`config.mk`:
```
export PLATFORM = sky130hd
export DESIGN_NAME = pio_strobe_gen
export DESIGN_NICKNAME = d
export VERILOG_FILES = /design/src/rtl/pio_tmg_pkg.sv /design/src/rtl/pio_tmg_regs.sv /design/src/rtl/pio_rdy_sync.sv /design/src/rtl/pio_cycle_fsm.sv /design/src/rtl/pio_strobe_gen.sv
export SDC_FILE = /design/constraint.sdc
export NUM_CORES = 1
export LEC_CHECK = 0
export BUFFER_PORTS_ARGS = -buffer_cell sky130_fd_sc_hd__clkbuf_2
export CORE_AREA = 3 3 135 137
export CTS_BUF_LIST = sky130_fd_sc_hd__clkbuf_4
export CTS_CLUSTER_DIAMETER = 60
export DETAILED_ROUTE_END_ITERATION = 7
export DIE_AREA = 0 0 138 140
export GPL_TIMING_DRIVEN = 0
export PLACE_DENSITY = 0.74
export REMOVE_ABC_BUFFERS = 1
export SYNTH_ARGS = -nofsm -noshare
export SYNTH_HDL_FRONTEND = slang
export SYNTH_SLANG_ARGS = --single-unit
```
`constraint.sdc`:
```
create_clock -name clk -period 3.6 [get_ports clk]
set_input_delay 1.08 -clock clk [delete_from_list [all_inputs] [get_ports clk]]
set_output_delay 1.08 -clock clk [all_outputs]
set_load 0.05 [all_outputs]
```
`src/rtl/pio_tmg_pkg.sv`:
```
package pio_tmg_pkg;

    localparam int PIO_CNT_W  = 8;
    localparam int PIO_DA_W   = 3;
    localparam int PIO_DATA_W = 16;

    // fastest PIO mode figures in ns
    localparam int NS_SETUP = 25;
    localparam int NS_PULSE = 70;
    localparam int NS_WHOLD = 10;
    localparam int NS_AHOLD = 10;
    localparam int NS_RDYWIN = 50;
    localparam int RDY_SYNC_EXTRA = 2;

    typedef logic [PIO_CNT_W-1:0]  cnt_t;
    typedef logic [PIO_DATA_W-1:0] word_t;
    typedef logic [PIO_DA_W-1:0]   da_t;

    typedef enum logic [2:0] {
        SEL_SETUP  = 3'd0,
        SEL_WPULSE = 3'd1,
        SEL_RPULSE = 3'd2,
        SEL_WHOLD  = 3'd3,
        SEL_AHOLD  = 3'd4,
        SEL_RDYWIN = 3'd5,
        SEL_CTRL   = 3'd6
    } cfg_sel_e;

    typedef struct packed {
        cnt_t setup;
        cnt_t wpulse;
        cnt_t rpulse;
        cnt_t whold;
        cnt_t ahold;
        cnt_t rdywin;
        logic rdy_en;
    } pio_cfg_t;

    typedef struct packed {
        logic  write;
        logic  ctl;
        da_t   addr;
        word_t wdata;
    } pio_req_t;

    typedef enum logic [1:0] {
        PH_IDLE,
        PH_SETUP,
        PH_PULSE,
        PH_HOLD
    } pio_phase_e;

    localparam cnt_t CNT_ONE = cnt_t'(1);

    function automatic cnt_t ns_to_cnt(input int ns, input int clk_ns, input int extra);
        return cnt_t'((ns + clk_ns) / clk_ns + extra);
    endfunction

    function automatic cnt_t at_least_one(input cnt_t c);
        return (c == '0) ? CNT_ONE : c;
    endfunction

    function automatic pio_cfg_t reset_cfg(input int clk_ns);
        pio_cfg_t c;
        c.setup  = ns_to_cnt(NS_SETUP, clk_ns, 0);
        c.wpulse = ns_to_cnt(NS_PULSE, clk_ns, 0);
        c.rpulse = ns_to_cnt(NS_PULSE, clk_ns, 0);
        c.whold  = ns_to_cnt(NS_WHOLD, clk_ns, 0);
        c.ahold  = ns_to_cnt(NS_AHOLD, clk_ns, 0);
        c.rdywin = ns_to_cnt(NS_RDYWIN, clk_ns, RDY_SYNC_EXTRA);
        c.rdy_en = 1'b0;
        return c;
    endfunction

endpackage

```
`src/rtl/pio_tmg_regs.sv`:
```
module pio_tmg_regs
    import pio_tmg_pkg::*;
#(
    parameter int CLK_NS = 10
) (
    input  logic     clk,
    input  logic     rst,
    input  logic     cfg_we,
    input  logic [2:0] cfg_sel,
    input  cnt_t     cfg_val,
    output pio_cfg_t cfg
);
    localparam pio_cfg_t CFG_RST = reset_cfg(CLK_NS);

    always_ff @(posedge clk) begin
        if (rst) begin
            cfg <= CFG_RST;
        end else if (cfg_we) begin
            case (cfg_sel_e'(cfg_sel))
                SEL_SETUP:  cfg.setup  <= cfg_val;
                SEL_WPULSE: cfg.wpulse <= cfg_val;
                SEL_RPULSE: cfg.rpulse <= cfg_val;
                SEL_WHOLD:  cfg.whold  <= cfg_val;
                SEL_AHOLD:  cfg.ahold  <= cfg_val;
                SEL_RDYWIN: cfg.rdywin <= cfg_val;
                SEL_CTRL:   cfg.rdy_en <= cfg_val[0];
                default: ;
            endcase
        end
    end
endmodule

```
`src/rtl/pio_rdy_sync.sv`:
```
module pio_rdy_sync #(
    parameter int STAGES    = 2,
    parameter bit RESET_VAL = 1'b1
) (
    input  logic clk,
    input  logic rst,
    input  logic d_async,
    output logic q_sync
);
    logic [STAGES-1:0] shreg;

    always_ff @(posedge clk) begin
        if (rst) shreg <= {STAGES{RESET_VAL}};
        else     shreg <= {shreg[STAGES-2:0], d_async};
    end

    assign q_sync = shreg[STAGES-1];
endmodule

```
`src/rtl/pio_cycle_fsm.sv`:
```
module pio_cycle_fsm
    import pio_tmg_pkg::*;
(
    input  logic     clk,
    input  logic     rst,
    input  pio_cfg_t cfg,
    input  logic     req_valid,
    input  pio_req_t req,
    input  logic     rdy_s,
    input  word_t    dd_in,
    output logic     busy,
    output logic     done,
    output word_t    rd_data,
    output da_t      ata_da,
    output logic     ata_cs0_n,
    output logic     ata_cs1_n,
    output logic     ata_dior_n,
    output logic     ata_diow_n,
    output word_t    dd_out,
    output logic     dd_oe
);
    pio_phase_e ph;
    logic cur_write;
    logic lat_rdy_en;
    cnt_t lat_pulse, lat_win, lat_ahold, lat_whold;
    cnt_t cnt, rem, win, ha, hd;
    cnt_t ha_nx, hd_nx;
    logic stall;

    assign busy  = (ph != PH_IDLE);
    assign stall = lat_rdy_en && (win == CNT_ONE) && !rdy_s;

    always_comb begin
        ha_nx = (ha != '0) ? ha - CNT_ONE : '0;
        hd_nx = (hd != '0) ? hd - CNT_ONE : '0;
    end

    always_ff @(posedge clk) begin
        if (rst) begin
            ph         <= PH_IDLE;
            cur_write  <= 1'b0;
            lat_rdy_en <= 1'b0;
            lat_pulse  <= '0;
            lat_win    <= '0;
            lat_ahold  <= '0;
            lat_whold  <= '0;
            cnt        <= '0;
            rem        <= '0;
            win        <= '0;
            ha         <= '0;
            hd         <= '0;
            done       <= 1'b0;
            rd_data    <= '0;
            ata_da     <= '0;
            ata_cs0_n  <= 1'b1;
            ata_cs1_n  <= 1'b1;
            ata_dior_n <= 1'b1;
            ata_diow_n <= 1'b1;
            dd_out     <= '0;
            dd_oe      <= 1'b0;
        end else begin
            done <= 1'b0;
            case (ph)
                PH_IDLE: begin
                    if (req_valid) begin
                        cur_write  <= req.write;
                        lat_rdy_en <= cfg.rdy_en;
                        lat_pulse  <= at_least_one(req.write ? cfg.wpulse : cfg.rpulse);
                        lat_win    <= at_least_one(cfg.rdywin);
                        lat_ahold  <= at_least_one(cfg.ahold);
                        lat_whold  <= at_least_one(cfg.whold);
                        cnt        <= at_least_one(cfg.setup) - CNT_ONE;
                        ata_da     <= req.addr;
                        ata_cs0_n  <= req.ctl;
                        ata_cs1_n  <= !req.ctl;
                        dd_oe      <= req.write;
                        dd_out     <= req.wdata;
                        ph         <= PH_SETUP;
                    end
                end
                PH_SETUP: begin
                    if (cnt == '0) begin
                        if (cur_write) ata_diow_n <= 1'b0;
                        else           ata_dior_n <= 1'b0;
                        rem <= lat_pulse;
                        win <= lat_win;
                        ph  <= PH_PULSE;
                    end else begin
                        cnt <= cnt - CNT_ONE;
                    end
                end
                PH_PULSE: begin
                    if (!stall) begin
                        win <= (win != '0) ? win - CNT_ONE : '0;
                        if (rem == CNT_ONE) begin
                            ata_dior_n <= 1'b1;
                            ata_diow_n <= 1'b1;
                            if (!cur_write) rd_data <= dd_in;
                            ha <= lat_ahold;
                            hd <= lat_whold;
                            ph <= PH_HOLD;
                        end else begin
                            rem <= rem - CNT_ONE;
                        end
                    end
                end
                PH_HOLD: begin
                    ha <= ha_nx;
                    hd <= hd_nx;
                    if (ha_nx == '0) begin
                        ata_cs0_n <= 1'b1;
                        ata_cs1_n <= 1'b1;
                        ata_da    <= '0;
                    end
                    if (hd_nx == '0) dd_oe <= 1'b0;
                    if (ha_nx == '0 && hd_nx == '0) begin
                        done <= 1'b1;
                        ph   <= PH_IDLE;
                    end
                end
                default: ph <= PH_IDLE;
            endcase
        end
    end
endmodule

```
`src/rtl/pio_strobe_gen.sv`:
```
module pio_strobe_gen
    import pio_tmg_pkg::*;
#(
    parameter int CLK_NS   = 10,
    parameter int SYNC_STG = 2
) (
    input  logic        clk,
    input  logic        rst,
    input  logic        cfg_we,
    input  logic [2:0]  cfg_sel,
    input  logic [7:0]  cfg_val,
    input  logic        req_valid,
    input  logic        req_write,
    input  logic        req_ctl,
    input  logic [2:0]  req_addr,
    input  logic [15:0] req_wdata,
    output logic        busy,
    output logic        done,
    output logic [15:0] rd_data,
    output logic [2:0]  ata_da,
    output logic        ata_cs0_n,
    output logic        ata_cs1_n,
    output logic        ata_dior_n,
    output logic        ata_diow_n,
    output logic [15:0] dd_out,
    output logic        dd_oe,
    input  logic [15:0] dd_in,
    input  logic        iordy
);
    pio_cfg_t cfg;
    pio_req_t req_s;
    logic     rdy_s;

    assign req_s = '{write: req_write, ctl: req_ctl, addr: req_addr, wdata: req_wdata};

    pio_tmg_regs #(.CLK_NS(CLK_NS)) regs_i (
        .clk(clk), .rst(rst), .cfg_we(cfg_we), .cfg_sel(cfg_sel),
        .cfg_val(cfg_val), .cfg(cfg)
    );

    pio_rdy_sync #(.STAGES(SYNC_STG), .RESET_VAL(1'b1)) sync_i (
        .clk(clk), .rst(rst), .d_async(iordy), .q_sync(rdy_s)
    );

    pio_cycle_fsm fsm_i (
        .clk(clk), .rst(rst), .cfg(cfg), .req_valid(req_valid), .req(req_s),
        .rdy_s(rdy_s), .dd_in(dd_in), .busy(busy), .done(done),
        .rd_data(rd_data), .ata_da(ata_da), .ata_cs0_n(ata_cs0_n),
        .ata_cs1_n(ata_cs1_n), .ata_dior_n(ata_dior_n), .ata_diow_n(ata_diow_n),
        .dd_out(dd_out), .dd_oe(dd_oe)
    );
endmodule

```
* Yosys cells after proc, flatten, opt, wreduce, memory -nomap -nowiden
Index checks and enable logic that the tools add are counted.
** Word-level totals
- Register bits :: 168
- Input port bits :: 53
- Output and inout bits :: 42
- Word-level logic and storage cells :: 153
** Cells by class
- $add $sub $neg :: 6
- Equal/unequal tests :: 22
- Mux-type cells :: 51
- Bitwise gates (word level) :: 3
- Reduce and logical (&&, ||, !) cells :: 42
** Operators by type and width (number)
- 8-bit 2-to-1 mux :: 20
- 8-bit case mux with 2 select lines :: 5
- 8-bit logical NOT :: 8
- 8-bit by 1-bit subtractor with 8-bit output, second input constant :: 6
- 8-bit nonzero test :: 3
- 8-bit by 1-bit == test with 1-bit output, second input constant :: 2
- 2-bit AND reduction :: 8
- 3-bit AND reduction :: 5
- 5-bit AND reduction :: 3
- 1-bit 2-to-1 mux :: 12
- 2-bit by 1-bit != test with 1-bit output, second input constant :: 6
- 2-bit 2-to-1 mux :: 5
- 2-bit != test, second input constant :: 5
- 1-bit case mux with 2 select lines :: 5
- 2-bit nonzero test :: 5
- 3-bit == test, second input constant :: 3
- 2-bit case mux with 4 select lines :: 1
- 4-bit AND reduction :: 2
- 3-bit by 2-bit == test with 1-bit output, second input constant :: 2
- 3-bit 2-to-1 mux :: 2
- 3-bit case mux with 2 select lines :: 1
- 2-bit == test, second input constant :: 2
- 3-bit by 1-bit == test with 1-bit output, second input constant :: 1
- 1-bit logical AND :: 3
- other kinds (6) :: 9

* Depth between registers and ports, before layout
Gate-level depths: netlist of the first run.
- Word-level depth :: 6
- Gate-level depth with buffers :: 11
- Mapped depth without buffers :: 9

* Modules after synthesis
A second synthesis of the first run with hierarchy kept.
** Unflattened totals
- Cell total of the unflattened synthesis :: 935
- Area total of the unflattened synthesis :: 7965.1 µm²
** By module, submodules not included
- pio_cycle_fsm :: times used 1, cells each 750, area an instance 5918.2 µm², sequential area each 2342.2 µm²
- pio_tmg_regs :: times used 1, cells each 181, area an instance 1994.4 µm², sequential area each 980.9 µm²
- pio_rdy_sync :: times used 1, cells each 4, area an instance 52.6 µm², sequential area each 40.0 µm²

* Worst setup path after synthesis of the first run
Ideal clock, no wire load.
- Path kind :: flip-flop to flip-flop
- From :: register fsm_i.ph[1]
- To :: register fsm_i.cnt[6]
- Library setup time :: 0.119 ns
- Arrival :: 2.540 ns
- Required time :: 3.481 ns
- Setup slack :: 0.941 ns
- Cell stages (with the launch flop) :: 12
- Buffers on the path :: 3
- Period minus slack after synthesis :: 2.659 ns
- Cells stage by stage :: dfxtp_1 > inv_1 > ha_1 > buf_2 > buf_1 > buf_1 > mux2i_1 > ha_1 > inv_1 > o21a_1 > o31a_1 > o221a_2
** On the way
- Word-level cells in the longest chain between the ends :: 3
- Elaborated cells between the ends (all ways) :: 7
- Those cells by class :: eq/ne: 3; mux: 1; reduce/logical: 3
** RTL lines
- start: declaration :: RTL line pio_cycle_fsm.sv:22 : pio_phase_e ph;
- start signal: assignment :: RTL line pio_cycle_fsm.sv:40 : ph <= PH_IDLE;
- start signal: assignment :: RTL line pio_cycle_fsm.sv:78 : ph <= PH_SETUP;
- start signal: assignment :: RTL line pio_cycle_fsm.sv:87 : ph <= PH_PULSE;
- 2-bit by 1-bit == test with 1-bit output / 2-bit logical NOT (equally long branches) :: RTL line pio_cycle_fsm.sv:63 : case (ph)
- 2-bit != test (no line) / 2-bit nonzero test (equally long branches)
- 3-bit AND reduction (no line)
- end signal: assignment :: RTL line pio_cycle_fsm.sv:72 : cnt <= at_least_one(cfg.setup) - CNT_ONE;
- end signal: assignment :: RTL line pio_cycle_fsm.sv:89 : cnt <= cnt - CNT_ONE;
- end: declaration :: RTL line pio_cycle_fsm.sv:26 : cnt_t cnt, rem, win, ha, hd;
Several ways; a longest one is shown, not always the timed one.
A chain may end at the register's enable or synchronous reset.

* Worst setup path in the final report of the first run
Ends and elaborated chain as after synthesis.

==> results.md, run 1 <==
Floorplanning:
- From left edge to right edge, the die measures 138 um.
- The total area inside the core boundary comes to 17,200 um2.
- For this configuration, the core starts out at a cell density of 44.5%.
- The site row count is 48.
- 95 I/O pins were placed.
- Measured along the y axis, the die boundary spans 140 um.
- The die covers 19,300 um2.

Drt:
- The detail route stage leaves a number of antenna-violating nets equal to 0.
- In the routed layout, each cell is associated on average with a via count of 5.49.
- After detailed routing, the average wire length per cell comes to 14.5 um.
- The violation count after the first detailed-routing iteration is 518.
- For this block, the routed nets add up to 18,300 um of wire.
- The total vias in the final route is 6,917.
- The DRC violation count after routing is 0.
- The first detailed-routing pass ran for 5 iterations.

Critical path:
- The start point of the critical path is fsm_i.ph[1]$_SDFFE_PP0P_.
- In this run the register-to-register setup slack is 0.38 ns.
- The reg-to-reg critical path startpoint is fsm_i.ph[1]$_SDFFE_PP0P_.
- The endpoint identified for the worst register-to-register timing path is fsm_i.cnt[6]$_SDFFE_PP0P_.
- The kind of critical path is flip-flop to flip-flop.
- The arrival time reported for the critical path endpoint is 3.70 ns.
- Of all nets on the critical path, the largest fanout is 28.
- For the worst setup path, the data required time is 4.08 ns.
- Measured in cells, the most critical reg-to-reg path has a length of 9.
- The element type at the critical path end is a flip-flop.
- The worst-path cell with the longest stage delay is sky130_fd_sc_hd__ha_1.
- The signal on the critical path passes through inv_1, ha_1, mux2_2, a31oi_4, ha_1, inv_1, o21a_1, o31a_1, o221a_2.
- The worst setup path is launched from a flip-flop.
- For this run, the slowest stage of the critical path takes 0.88 ns.

Logic synthesis:
- The primary flip-flop cell chosen by synthesis mapping is sky130_fd_sc_hd__dfxtp_1.
- Counting flops with a built-in enable in the synthesized netlist gives 0.
- The share of synthesized area in the top cell type comes to 44.0%.
- By count the netlist is led by sky130_fd_sc_hd__nand2_1 (220), sky130_fd_sc_hd__dfxtp_1 (168), sky130_fd_sc_hd__a21oi_1 (125).
- The most common cell in the netlist is sky130_fd_sc_hd__nand2_1.
- Counting flops and latches in the post-synthesis netlist gives 168.
- The async set-reset flop share out of synthesis is 0%.
- Of all cell types, the one taking the most synthesized area is sky130_fd_sc_hd__dfxtp_1.
- The count of distinct cell types in the synthesized netlist is 69.
- The total of warnings raised by yosys is 0.
- The sequential fraction of the synthesis area is 44.0%.
- The total standard cell area after synthesis is 7640 um2.
- By area the synthesized netlist is led by sky130_fd_sc_hd__dfxtp_1 (44%), sky130_fd_sc_hd__nand2_1 (11%), sky130_fd_sc_hd__a21oi_1 (8.2%), sky130_fd_sc_hd__mux2i_1 (4.3%), sky130_fd_sc_hd__nor2_1 (3.8%).
- After synthesis, the mean cell area works out to 7.98 um2.
- Synthesis produced 958 cells.

STA:
- The worst path uses 89.5% of the clock period.
- The count of final setup violators is 0.
- The worst clock skew on the final layout is 0.0224 ns.
- The maximum clock frequency is 0.310 GHz.
- Adding up every negative setup slack in the final design gives 0 ns.
- The time the final worst path needs with I/O delays and setup is 3.22 ns.
- The final worst setup slack is 0.379 ns.
- The slew at the pin with the worst max-slew slack is 1.13 ns.
- The count of endpoints failing hold in the final timing report was 0.
- In this run the tightest slew margin relative to its limit is 24.1%.
- The total count of max-transition violations in the final report was 0.
- Setup repair after global routing left no endpoint under its margin.
- The worst hold slack across all endpoints is 0.432 ns.

Min path:
- The hold path endpoint is sync_i.shreg[1]$_SDFF_PP1_.
- The min-delay analysis places its worst path in the category flip-flop to flip-flop.
- The hold path startpoint is sync_i.shreg[0]$_SDFF_PP1_.
- The number of instances on the worst hold path is 1.

Placed design:
- At the end of routability-driven placement, the weighted congestion stood at 0.836.
- Including well taps, the total number of placed cells is 1,227.
- Summed over all nets, the half-perimeter wirelength after detailed placement is 12,500 um.
- The number of port buffers is 94.
- At the placement stage, the worst setup path has a slack of 0.423 ns.

Global routing:
- The number of global-route vias before repair is 6,420.
- The overflow left after global routing is 0.
- The met3 usage is 3.58%.
- The layer with the highest usage is met2.
- The first global-routing pass estimated 30,800 um of wire.
- For this run, global-route usage on met2 was measured as 28.6%.
- For met1 alone, demand over resource in global routing was 26.4%.
- Entering global routing, the biggest net connects 133 pins.
- The number of antenna violations at the first check in global routing came to 1.
- The total global-route track usage is 18.8%.

Clocking:
- In this run, post-CTS hold repair placed 0 buffers.
- In this run the number of H-tree levels came out at 4.
- The count of cells resized by post-cts repair is 0.
- Clock-pin slew was measured on the worst setup and hold paths at 0.15 ns.
- The number of buffers added by the clock tree synthesis step is 17.
- The clock root buffer master is sky130_fd_sc_hd__clkbuf_4.
- CTS saw 168 sinks.
- The clock network latency to the later pin of the worst-skew pair is 0.57 ns.
- No sink is reached through more buffers than the 2 on the longest clock path.
- TritonCTS built the clock tree.
- After clock tree synthesis, the setup repair step added 0 buffers.

Power:
- The areal power density over the cells is 649 nW/um2.
- The power consumption is 5.56 mW.
- The leakage power figure is 3.34 nW.
- IR analysis of the VDD net gives a maximum drop of 0.439 mV.

Final layout:
- The number of non-filler instances in the completed layout is 1,260.
- Compared with the post-synthesis result, the final layout area differs by 12.0%.
- The net count reported at finish is 1,088.
- The fraction of layout instances using a drive strength above 1 is 14.9%.

Flow run:
- Max-cap violations in this run came to 0.

Outcome:
- The run finished with clean final reports.
report_power, final:
part / switching [mW] / internal [mW]
Combinational: 1.44 / 0.712
Sequential: 0.161 / 2.07
Clock: 0.729 / 0.445
metal layers:
| layer | wire [um] | vias up |
|---|---|---|
| li1 | - | 3505 |
| met1 | 8940 | 3195 |
| met2 | 7990 | 185 |
| met3 | 957 | 32 |
| met4 | 365 | 0 |
| met5 | 0 | - |
how the worst max path moves through the flow:
| stage | end | slack (ns) | cells after the start |
|---|---|---|---|
| floorplan | fsm_i.cnt[5]$_SDFFE_PP0P_ | 0.72 | 5 |
| global placement | fsm_i.cnt[7]$_SDFFE_PP0P_ | -2.32 | 4 |
| detailed placement | fsm_i.cnt[6]$_SDFFE_PP0P_ | 0.42 | 9 |
| CTS | fsm_i.cnt[6]$_SDFFE_PP0P_ | 0.39 | 9 |
| global route | fsm_i.ata_cs0_n$_SDFFE_PP1P_ | 0.16 | 6 |
| finish | fsm_i.cnt[6]$_SDFFE_PP0P_ | 0.38 | 9 |
final cells by class:
| cell class | instances | area [um2] |
|---|---|---|
| Fill cell | 1713 | 8610 |
| Timing Repair Buffer | 97 | 547 |
| Sequential cell | 168 | 3360 |
| Antenna cell | 1 | 2.50 |
| Inverter | 28 | 105 |
| Tap cell | 225 | 282 |
| Clock inverter | 15 | 181 |
| Multi-Input combinational cell | 709 | 3960 |
| Clock buffer | 17 | 128 |
stage by stage:
stage	utilization, %	cell area [um2]
2_1_floorplan	-	7420
3_3_place_gp	47.6	8170
3_5_place_dp	48.0	8250
4_1_cts	49.8	8560
5_1_grt	49.9	8560
6_report	49.9	8560
registers in the layout, indices dropped and copies added (netlist names), 8 cells and up:
register and count:
fsm_i.win 8, fsm_i.ha 8, fsm_i.lat_ahold 8, regs_i.cfg 49, fsm_i.rem 8, fsm_i.lat_whold 8, fsm_i.dd_out 16, fsm_i.lat_pulse 8
fsm_i.hd 8, fsm_i.lat_win 8, fsm_i.rd_data 16, fsm_i.cnt 8
placed cells by master, fill, tap and decap left out, types with 3 or more instances in the layout:
master,count
sky130_fd_sc_hd__a211o_1,4
sky130_fd_sc_hd__a211oi_1,23
sky130_fd_sc_hd__a21oi_1,125
sky130_fd_sc_hd__a31o_2,6
sky130_fd_sc_hd__a31oi_1,10
sky130_fd_sc_hd__a32oi_1,4
sky130_fd_sc_hd__and2_1,3
sky130_fd_sc_hd__and3_1,3
sky130_fd_sc_hd__clkbuf_2,93
sky130_fd_sc_hd__clkbuf_4,17
sky130_fd_sc_hd__dfxtp_1,168
sky130_fd_sc_hd__ha_1,14
sky130_fd_sc_hd__inv_1,26
sky130_fd_sc_hd__inv_6,6
sky130_fd_sc_hd__inv_8,4
sky130_fd_sc_hd__mux2i_1,33
sky130_fd_sc_hd__nand2_1,219
sky130_fd_sc_hd__nand2b_1,7
sky130_fd_sc_hd__nand3_1,23
sky130_fd_sc_hd__nand4_1,7
sky130_fd_sc_hd__nor2_1,77
sky130_fd_sc_hd__nor2b_1,9
sky130_fd_sc_hd__nor3_1,18
sky130_fd_sc_hd__nor3b_1,5
sky130_fd_sc_hd__nor4_1,15
sky130_fd_sc_hd__o211ai_1,3
sky130_fd_sc_hd__o21ai_0,24
sky130_fd_sc_hd__o32ai_1,6
sky130_fd_sc_hd__or2_2,4
sky130_fd_sc_hd__or3_1,6
sky130_fd_sc_hd__or4_1,8
kinds of logic (layout without fill, tap and decap cells):
| family | Yosys count | after routing | synth area share (%) |
|---|---|---|---|
| and+or+nand+nor | 418 | 418 | 24.6 |
| AOI/OAI and AO/OA | 239 | 239 | 19.9 |
| DFF | 168 | 168 | 44.0 |
| buffers and inverters | 81 | 157 | 4.29 |
| muxes | 35 | 35 | 4.62 |
| adders and majority gates | 14 | 14 | 2.29 |
| xor gates and xnor gates | 3 | 3 | 0.344 |
| other | 0 | 1 | 0 |
critical path: cells and delay by family, from the launching register on:
family / cells / cell delay, ns
fa+ha+maj: 2 / 1.25
compound gates: 4 / 0.89
mux: 1 / 0.44
flops: 1 / 0.35
buf+inv: 2 / 0.20
Power figures use the tool's default switching activity.
==> inputs of run 2 (changes only) <==
--- a/config.mk
+++ b/config.mk
@@ -5,12 +5,12 @@
 export SDC_FILE = /design/constraint.sdc
 export NUM_CORES = 1
 export LEC_CHECK = 0
-export BUFFER_PORTS_ARGS = -buffer_cell sky130_fd_sc_hd__clkbuf_2
-export CORE_AREA = 3 3 135 137
+export BUFFER_PORTS_ARGS = -buffer_cell sky130_fd_sc_hd__buf_2
+export CORE_AREA = 3 3 103 179
 export CTS_BUF_LIST = sky130_fd_sc_hd__clkbuf_4
 export CTS_CLUSTER_DIAMETER = 60
 export DETAILED_ROUTE_END_ITERATION = 7
-export DIE_AREA = 0 0 138 140
+export DIE_AREA = 0 0 106 182
 export GPL_TIMING_DRIVEN = 0
 export PLACE_DENSITY = 0.74
 export REMOVE_ABC_BUFFERS = 1
==> results.md, run 2 (same netlist as run 1, synthesis figures left out) <==
Outcome:
- The flow ran to the end, and the final reports show no timing, DRC or antenna violations.

Floorplanning:
- The die span in y is 182 um.
- The chip width is 106 um.
- The die footprint is 19,300 um2.
- The number of I/O pins is 95.
- The core area is 17,000 um2.
- Once the floorplan was initialized, standard cells occupied 44.9% of the core.
- The site row count is 63.

Placed design:
- Detailed placement finished with a half-perimeter wire length of 13,600 um.
- Buffers placed on the I/O ports in this run total 94.
- At the end of routability-driven placement, the weighted congestion stood at 0.822.

Critical path:
- The flop-to-flop setup slack is 0.30 ns.
- The critical path is of the flip-flop to flip-flop type.
- The maximum fanout count along the critical path is 28.
- STA classifies the critical path startpoint as a flip-flop.
- STA puts the critical path data arrival time at 3.79 ns.
- The element type at the critical path end is a flip-flop.
- The critical path starts at fsm_i.ph[1]$_SDFFE_PP0P_.
- The reg-to-reg critical path startpoint is fsm_i.ph[1]$_SDFFE_PP0P_.
- At the worst endpoint, the required time is 4.09 ns.

Flow run:
- Max-cap violations in this run came to 0.

Drt:
- After the first detailed-routing iteration, the DRC count stood at 468.
- The detailed-route wire length per cell is 15.4 um.
- The total vias in the final route is 6,926.
- The routed design has 19,400 um of wire.
- Before antenna repair, the detailed router went through 5 iterations.
- The count of nets left with antenna violations once routing finished came out at 0.
- The ratio of routed vias to standard cells is 5.50.
- The DRC violation count after routing is 0.

Final layout:
- The filler cells instantiated in the layout total 1,743.
- The net count of the finished layout is 1,087.
- The area growth from synthesis to final layout is 11.1%.
- The register ranked first by flip-flop count is regs_i.cfg.
- The fraction of layout instances using a drive strength above 1 is 14.5%.
- Leaving out fill and tap cells, the most frequent cells in the layout are sky130_fd_sc_hd__nand2_1 (219), sky130_fd_sc_hd__dfxtp_1 (168), sky130_fd_sc_hd__a21oi_1 (125).
- The register with the most flip-flops in the layout has 49 of them.
- Leaving out fill and tap cells, the most frequent cell in the layout is sky130_fd_sc_hd__nand2_1.
- The largest registers in the layout are regs_i.cfg: 49 flops, fsm_i.dd_out: 16 flops, fsm_i.rd_data: 16 flops.

Power:
- The highest ir drop seen on vdd is 0.251 mV.
- The areal power density over the cells is 641 nW/um2.
- In this run the static leakage power is 3.33 nW.
- The completed layout was analyzed and its total power is 5.45 mW.

STA:
- The final critical path takes up 91.7% of the cycle.
- The time the final worst path needs with I/O delays and setup is 3.30 ns.
- Setup repair after global routing left no endpoint under its margin.
- For the pin with the worst max-slew slack, the measured transition is 1.22 ns.
- The maximum clock frequency is 0.303 GHz.
- The count of endpoints failing hold in the final timing report is 0.
- The total count of max-transition violations in the final report came to 0.
- The worst clock skew on the final layout is 0.0317 ns.
- The setup total negative slack is 0 ns.
- The count of final setup violators is 0.
- The remaining max-slew budget at the tightest pin is 18.2%.

Clocking:
- The clock root buffer master is sky130_fd_sc_hd__clkbuf_4.
- CTS built an H-tree with a depth of 4.
- The clock passes through at most 2 buffers.
- TritonCTS built the clock tree.
- The CTS sink count is 168.
- The hold buffer count at cts is 0.
- The clock input transition at the sequential cells of the worst setup and hold paths is 0.16 ns.
- The number of buffers added by the clock tree synthesis step is 17.
- Once the clock tree was built, the setup fixing pass inserted 0 buffers.
- The clock network latency to the later pin of the worst-skew pair is 0.57 ns.
- Gates resized during post-CTS repair numbered 0.

Global routing:
- In the global route stage, overall resource usage came out at 20.1%.
- The number of antenna violations at the first check in global routing is 1.
- The first global-routing pass estimated 31,600 um of wire.
- The maximum number of pins on one net before global-route repair is 116.
- The number of global-route vias before repair is 6,539.
- The overflow left after global routing is 0.

Min path:
- The tightest min-delay check is of the flip-flop to flip-flop type.
- The startpoint identified for the worst hold timing path is sync_i.shreg[0]$_SDFF_PP1_.
run 2: path summary, 6_finish.rpt:
kind / endpoint / cells past startpoint
worst min-delay path: sync_i.shreg[1]$_SDFF_PP1_ / 1
worst min register to register: sync_i.shreg[1]$_SDFF_PP1_ / 1
worst max-delay path: fsm_i.cnt[6]$_SDFFE_PP0P_ / 9
worst max register to register: fsm_i.cnt[6]$_SDFFE_PP0P_ / 9
run 2: through the flow:
stage | utilization, % | hold WS [ns] | instances | setup slack [ns] | instance area [um2]
5_1_grt | 49.9 | 0.438 | 1260 | 0.0705 | 8500
2_1_floorplan | - | 0.389 | 905 | 0.717 | 7420
4_1_cts | 49.9 | 0.418 | 1259 | 0.278 | 8490
3_5_place_dp | 48.4 | 0.398 | 1228 | 0.314 | 8230
6_report | 49.9 | 0.413 | 1260 | 0.299 | 8500
3_3_place_gp | 48.0 | 0.391 | 1226 | -2.05 | 8180
run 2: worst max-delay path, stage by stage, from the launching register on:
cell,delay [ns]
sky130_fd_sc_hd__dfxtp_1,0.36
sky130_fd_sc_hd__inv_1,0.10
sky130_fd_sc_hd__ha_1,0.95
sky130_fd_sc_hd__mux2_2,0.45
sky130_fd_sc_hd__a31oi_4,0.22
sky130_fd_sc_hd__ha_1,0.36
sky130_fd_sc_hd__inv_1,0.10
sky130_fd_sc_hd__o21a_1,0.19
sky130_fd_sc_hd__o31a_1,0.24
sky130_fd_sc_hd__o221a_2,0.24
run 2: area by class of cell:
| cell class | instances | area (um2) | area share (%) |
|---|---|---|---|
| clock buffer | 17 | 128 | 1.50 |
| sequential | 168 | 3360 | 39.6 |
| tap | 227 | 284 | 3.34 |
| inverter | 28 | 105 | 1.24 |
| multi-input combinational | 709 | 3960 | 46.6 |
| clock inverter | 14 | 133 | 1.56 |
| antenna | 1 | 2.50 | 0.0295 |
| timing repair buffer | 96 | 524 | 6.17 |
run 2: power breakdown:
group / switching (mW) / leakage, nW / total [mW] / internal [mW]
logic: 1.44 / 1.82 / 2.13 / 0.697
clock network: 0.718 / 0.146 / 1.08 / 0.357
registers: 0.170 / 1.36 / 2.24 / 2.07
run 2: metal layers:
metal	wire [um]	track usage, %
met4	646	9.08
met1	7730	22.6
met3	871	3.49
met5	0	0
met2	10100	36.5
==> inputs of run 3 (changes only) <==
--- a/config.mk
+++ b/config.mk
@@ -5,14 +5,16 @@
 export SDC_FILE = /design/constraint.sdc
 export NUM_CORES = 1
 export LEC_CHECK = 0
+export ABC_AREA = 1
 export BUFFER_PORTS_ARGS = -buffer_cell sky130_fd_sc_hd__buf_2
-export CORE_AREA = 3 3 103 179
+export CORE_AREA = 3 3 102 177
 export CTS_BUF_LIST = sky130_fd_sc_hd__clkbuf_4
 export CTS_CLUSTER_DIAMETER = 60
 export DETAILED_ROUTE_END_ITERATION = 7
-export DIE_AREA = 0 0 106 182
+export DIE_AREA = 0 0 105 180
 export GPL_TIMING_DRIVEN = 0
-export PLACE_DENSITY = 0.74
+export MAX_ROUTING_LAYER = met4
+export PLACE_DENSITY = 0.75
 export REMOVE_ABC_BUFFERS = 1
 export SYNTH_ARGS = -nofsm -noshare
 export SYNTH_HDL_FRONTEND = slang
==> results.md, run 3 <==
STA:
- Setup violations remaining at the end of the flow were counted as 0.
- Between clock sinks in the finished design, the worst skew comes to 0.0306 ns.
- For the pin with the worst max-slew slack, the measured transition is 0.874 ns.
- The count of endpoints failing hold in the final timing report came to 0.
- The worst path uses 77.7% of the clock period.
- The worst path in the final design needs a cycle of 2.80 ns, including I/O delays and setup.
- The total count of max-transition violations in the final report is 0.
- Setup repair after global routing left no endpoint under its margin.
- Across all hold checks on the routed design, the worst slack comes to 0.426 ns.
- The worst pin sits at a relative slew slack of 41.5%.
- The maximum clock frequency is 0.358 GHz.
- Setup slack closes at 0.803 ns.

Placed design:
- The final weighted congestion of routability-driven global placement is 0.844.
- The number of placed instances, taps included, is 1,309.
- The cell area after placement is 8060 um2.
- The number of port buffers is 94.
- Summed over all nets, the half-perimeter wirelength after detailed placement is 12,500 um.
- The worst slack at placement is -0.505 ns.

Drt:
- After detailed routing, the number of vias per cell comes to 5.12.
- Wires add up to 18,600 um.
- Detailed routing inserted a total of 6,877 vias.
- The violation count after the first detailed-routing iteration is 370.
- After detailed routing, the average wire length per cell comes to 13.8 um.
- For this run, the detailed router's first-pass iteration total came to 4.
- The DRC violation count after routing is 0.
- The detail route stage leaves a number of antenna-violating nets equal to 0.

Final layout:
- In the final layout, flip-flops and latches occupy 3360 um2.
- Cells with a size suffix above 1 make up 13.8% of the layout.
- The finished cells cover 8340 um2.
- The most common library cell in the layout ignoring fill and taps is sky130_fd_sc_hd__nor2_1.
- Measured on the finished design, the core utilization comes to 49.5%.
- From synthesis to final layout, the design area changed by 11.2%.
- The layout filler cell count is 1,729.
- In the layout the commonest cells are sky130_fd_sc_hd__nor2_1 (199), sky130_fd_sc_hd__o21ai_0 (172), sky130_fd_sc_hd__dfxtp_1 (168).
- The register ranked first by flip-flop count is regs_i.cfg.
- The largest registers in the layout are regs_i.cfg: 49 flops, fsm_i.dd_out: 16 flops, fsm_i.rd_data: 16 flops.
- Summing all multi-input logic gate instances after layout gives 3550 um2.
- The net count reported at finish is 1,170.
- The register with the most flip-flops in the layout has 49 of them.
- Leaving out filler cells and counting taps, the final layout contains 1,344.

Logic synthesis:
- The simple-gate area share of the yosys netlist is 23.8%.
- In the synthesized netlist, mux cells make up 0.400% of the area.
- The register bit total from synthesis is 168.
- The average cell area after synthesis is 7.26 um2.
- The most common cell in the netlist is sky130_fd_sc_hd__nor2_1.
- The synthesized netlist occupies a cell area of 7500 um2.
- After synthesis, the share of flip-flops with an asynchronous set or reset is 0%.
- The total of warnings raised by yosys is 0.
- The number of enable-type register cells in the synthesized netlist is 0.
- The cell accounting for the most synthesized area is sky130_fd_sc_hd__dfxtp_1.
- The compound-gate portion of the synthesized area is 19.5%.
- Of the total synthesized cell area, the portion taken by XOR and XNOR cells is 1.28%.
- In the synthesized netlist, the number of instances is 1,033.
- For this run, the leading register cell type out of synthesis is sky130_fd_sc_hd__dfxtp_1.
- Sorting the synthesized cells by area gives the leading types as sky130_fd_sc_hd__dfxtp_1 (45%), sky130_fd_sc_hd__o21ai_0 (11%), sky130_fd_sc_hd__nor2_1 (10%), sky130_fd_sc_hd__nand2_1 (6.4%), sky130_fd_sc_hd__inv_1 (4.5%).
- The post-synthesis adder-cell area fraction is 2.33%.
- By area, the combinational part of the netlist is dominated by simple AND/OR/NAND/NOR gates.
- In this run the biggest area consumer among cell types represents 44.8% of the synthesized area.
- Counting distinct cell types in the post-synthesis netlist gives 41.
- The sequential fraction of the synthesis area is 44.8%.
- By count the netlist is led by sky130_fd_sc_hd__nor2_1 (199), sky130_fd_sc_hd__o21ai_0 (172), sky130_fd_sc_hd__dfxtp_1 (168).

Clocking:
- The maximum number of buffers from clock root to sink is 2.
- Gates resized during post-CTS repair numbered 0.
- The number of H-tree branching levels is 4.
- In this run, post-CTS hold repair placed 0 buffers.
- The number of buffers added by the clock tree synthesis step is 17.
- The clock input transition at the sequential cells of the worst setup and hold paths is 0.16 ns.
- TritonCTS built the clock tree.
- Clock latency on the worst-skew pair, taken at its later pin, is 0.57 ns.
- Buffers added to address setup during post-CTS repair amount to 0.
- The CTS sink count is 168.
- CTS placed an instance of sky130_fd_sc_hd__clkbuf_4 at the clock tree root.

Floorplanning:
- The die span in y is 180 um.
- The site row count is 63.
- The die footprint is 18,900 um2.
- The core area is 16,900 um2.
- The effective utilization at floorplan is 44.5%.
- The number of I/O pins is 95.
- Measured along the x axis, the die boundary spans 105 um.

Global routing:
- Entering global routing, the biggest net connects 86 pins.
- In the global route stage, overall resource usage came out at 20.5%.
- The first global-routing pass estimated 31,000 um of wire.
- The number of antenna violations at the first check in global routing is 1.
- The overflow left after global routing is 0.
- The number of global-route vias before repair is 6,586.

Critical path:
- Along the worst path, the maximum fanout reaches 4.
- The kind of critical path is flip-flop to primary output.
- The element type at the critical path end is a primary output.
- The critical path required time is 2.52 ns.
- The category of the worst setup path launch point is a flip-flop.
- The arrival time reported for the critical path endpoint is 1.72 ns.

Power:
- The highest ir drop seen on vdd is 0.308 mV.
- The areal power density over the cells is 792 nW/um2.
- The leakage power figure is 3.69 nW.

Flow run:
- Across the run, the number of max-cap violations was 0.

Min path:
- The min-delay analysis places its worst path in the category flip-flop to flip-flop.

Outcome:
- The flow ran to the end, and the final reports show no timing, DRC or antenna violations.
[run 3: cell count changes after synthesis, sizes merged, moves of 8 or more]
cell    delta
or4       -10
xor2       +8
a211oi    -11
o21ai    +149
nor2b      -9
inv       +67
nand3     +19
nand2     -87
a21oi     -68
nor4      -11
mux2i     -30
nor2     +125
[run 3: metal layers]
layer / global-route usage (%) / up-vias / routed length, um
met4: 7.57 / 0 / 540
met3: 3.45 / 30 / 576
met2: 37.7 / 136 / 9700
met5: - / - / 0
li1: - / 3570 / -
met1: 21.7 / 3141 / 7730
[run 3: logic make-up after synthesis]
logic type      Yosys count
fa+ha+maj                14
buf+inv                 142
simple gates            424
mux                       3
xor+xnor                 11
compound gates          271
flops                   168
[run 3: through the flow]
stage / TNS, ns / power [mW]
2_1_floorplan: 0 / 4.84
3_3_place_gp: -175.06 / 5.46
3_5_place_dp: -16.09 / 5.53
4_1_cts: 0 / 6.65
5_1_grt: 0 / 7.22
6_report: 0 / 6.61
[run 3: area by class of cell]
cell class	instances	share of cell area [%]
multi-input combinational	723	42.6
clock buffer	18	1.62
sequential	168	40.3
timing repair inverter	2	0.0900
tap	227	3.40
antenna	1	0.0300
timing repair buffer	95	5.88
inverter	96	4.39
clock inverter	14	1.66
[run 3: path summary, 6_finish.rpt]
path | start | to | slack (ns) | cells after the start
max | fsm_i.ph[0]$_SDFFE_PP0P_ | busy | 0.80 | 4
max reg2reg | fsm_i.ph[0]$_SDFFE_PP0P_ | fsm_i.lat_ahold[2]$_SDFFE_PP0P_ | 0.83 | 6
min | sync_i.shreg[0]$_SDFF_PP1_ | sync_i.shreg[1]$_SDFF_PP1_ | 0.43 | 1
min reg2reg | sync_i.shreg[0]$_SDFF_PP1_ | sync_i.shreg[1]$_SDFF_PP1_ | 0.43 | 1
[run 3: power breakdown]
group | leakage (nW) | switching [mW] | internal, mW | total [mW]
sequential | 1.38 | 0.244 | 2.26 | 2.50
clock | 0.148 | 0.711 | 0.370 | 1.08
combinational | 2.17 | 2.09 | 0.938 | 3.03
total | 3.69 | 3.04 | 3.56 | 6.61
[run 3: worst max-delay path: stages, from the launching register on]
cell and delay, ns:
sky130_fd_sc_hd__dfxtp_1 0.39, sky130_fd_sc_hd__inv_1 0.09, sky130_fd_sc_hd__ha_1 0.26, sky130_fd_sc_hd__inv_1 0.11, sky130_fd_sc_hd__buf_2 0.30
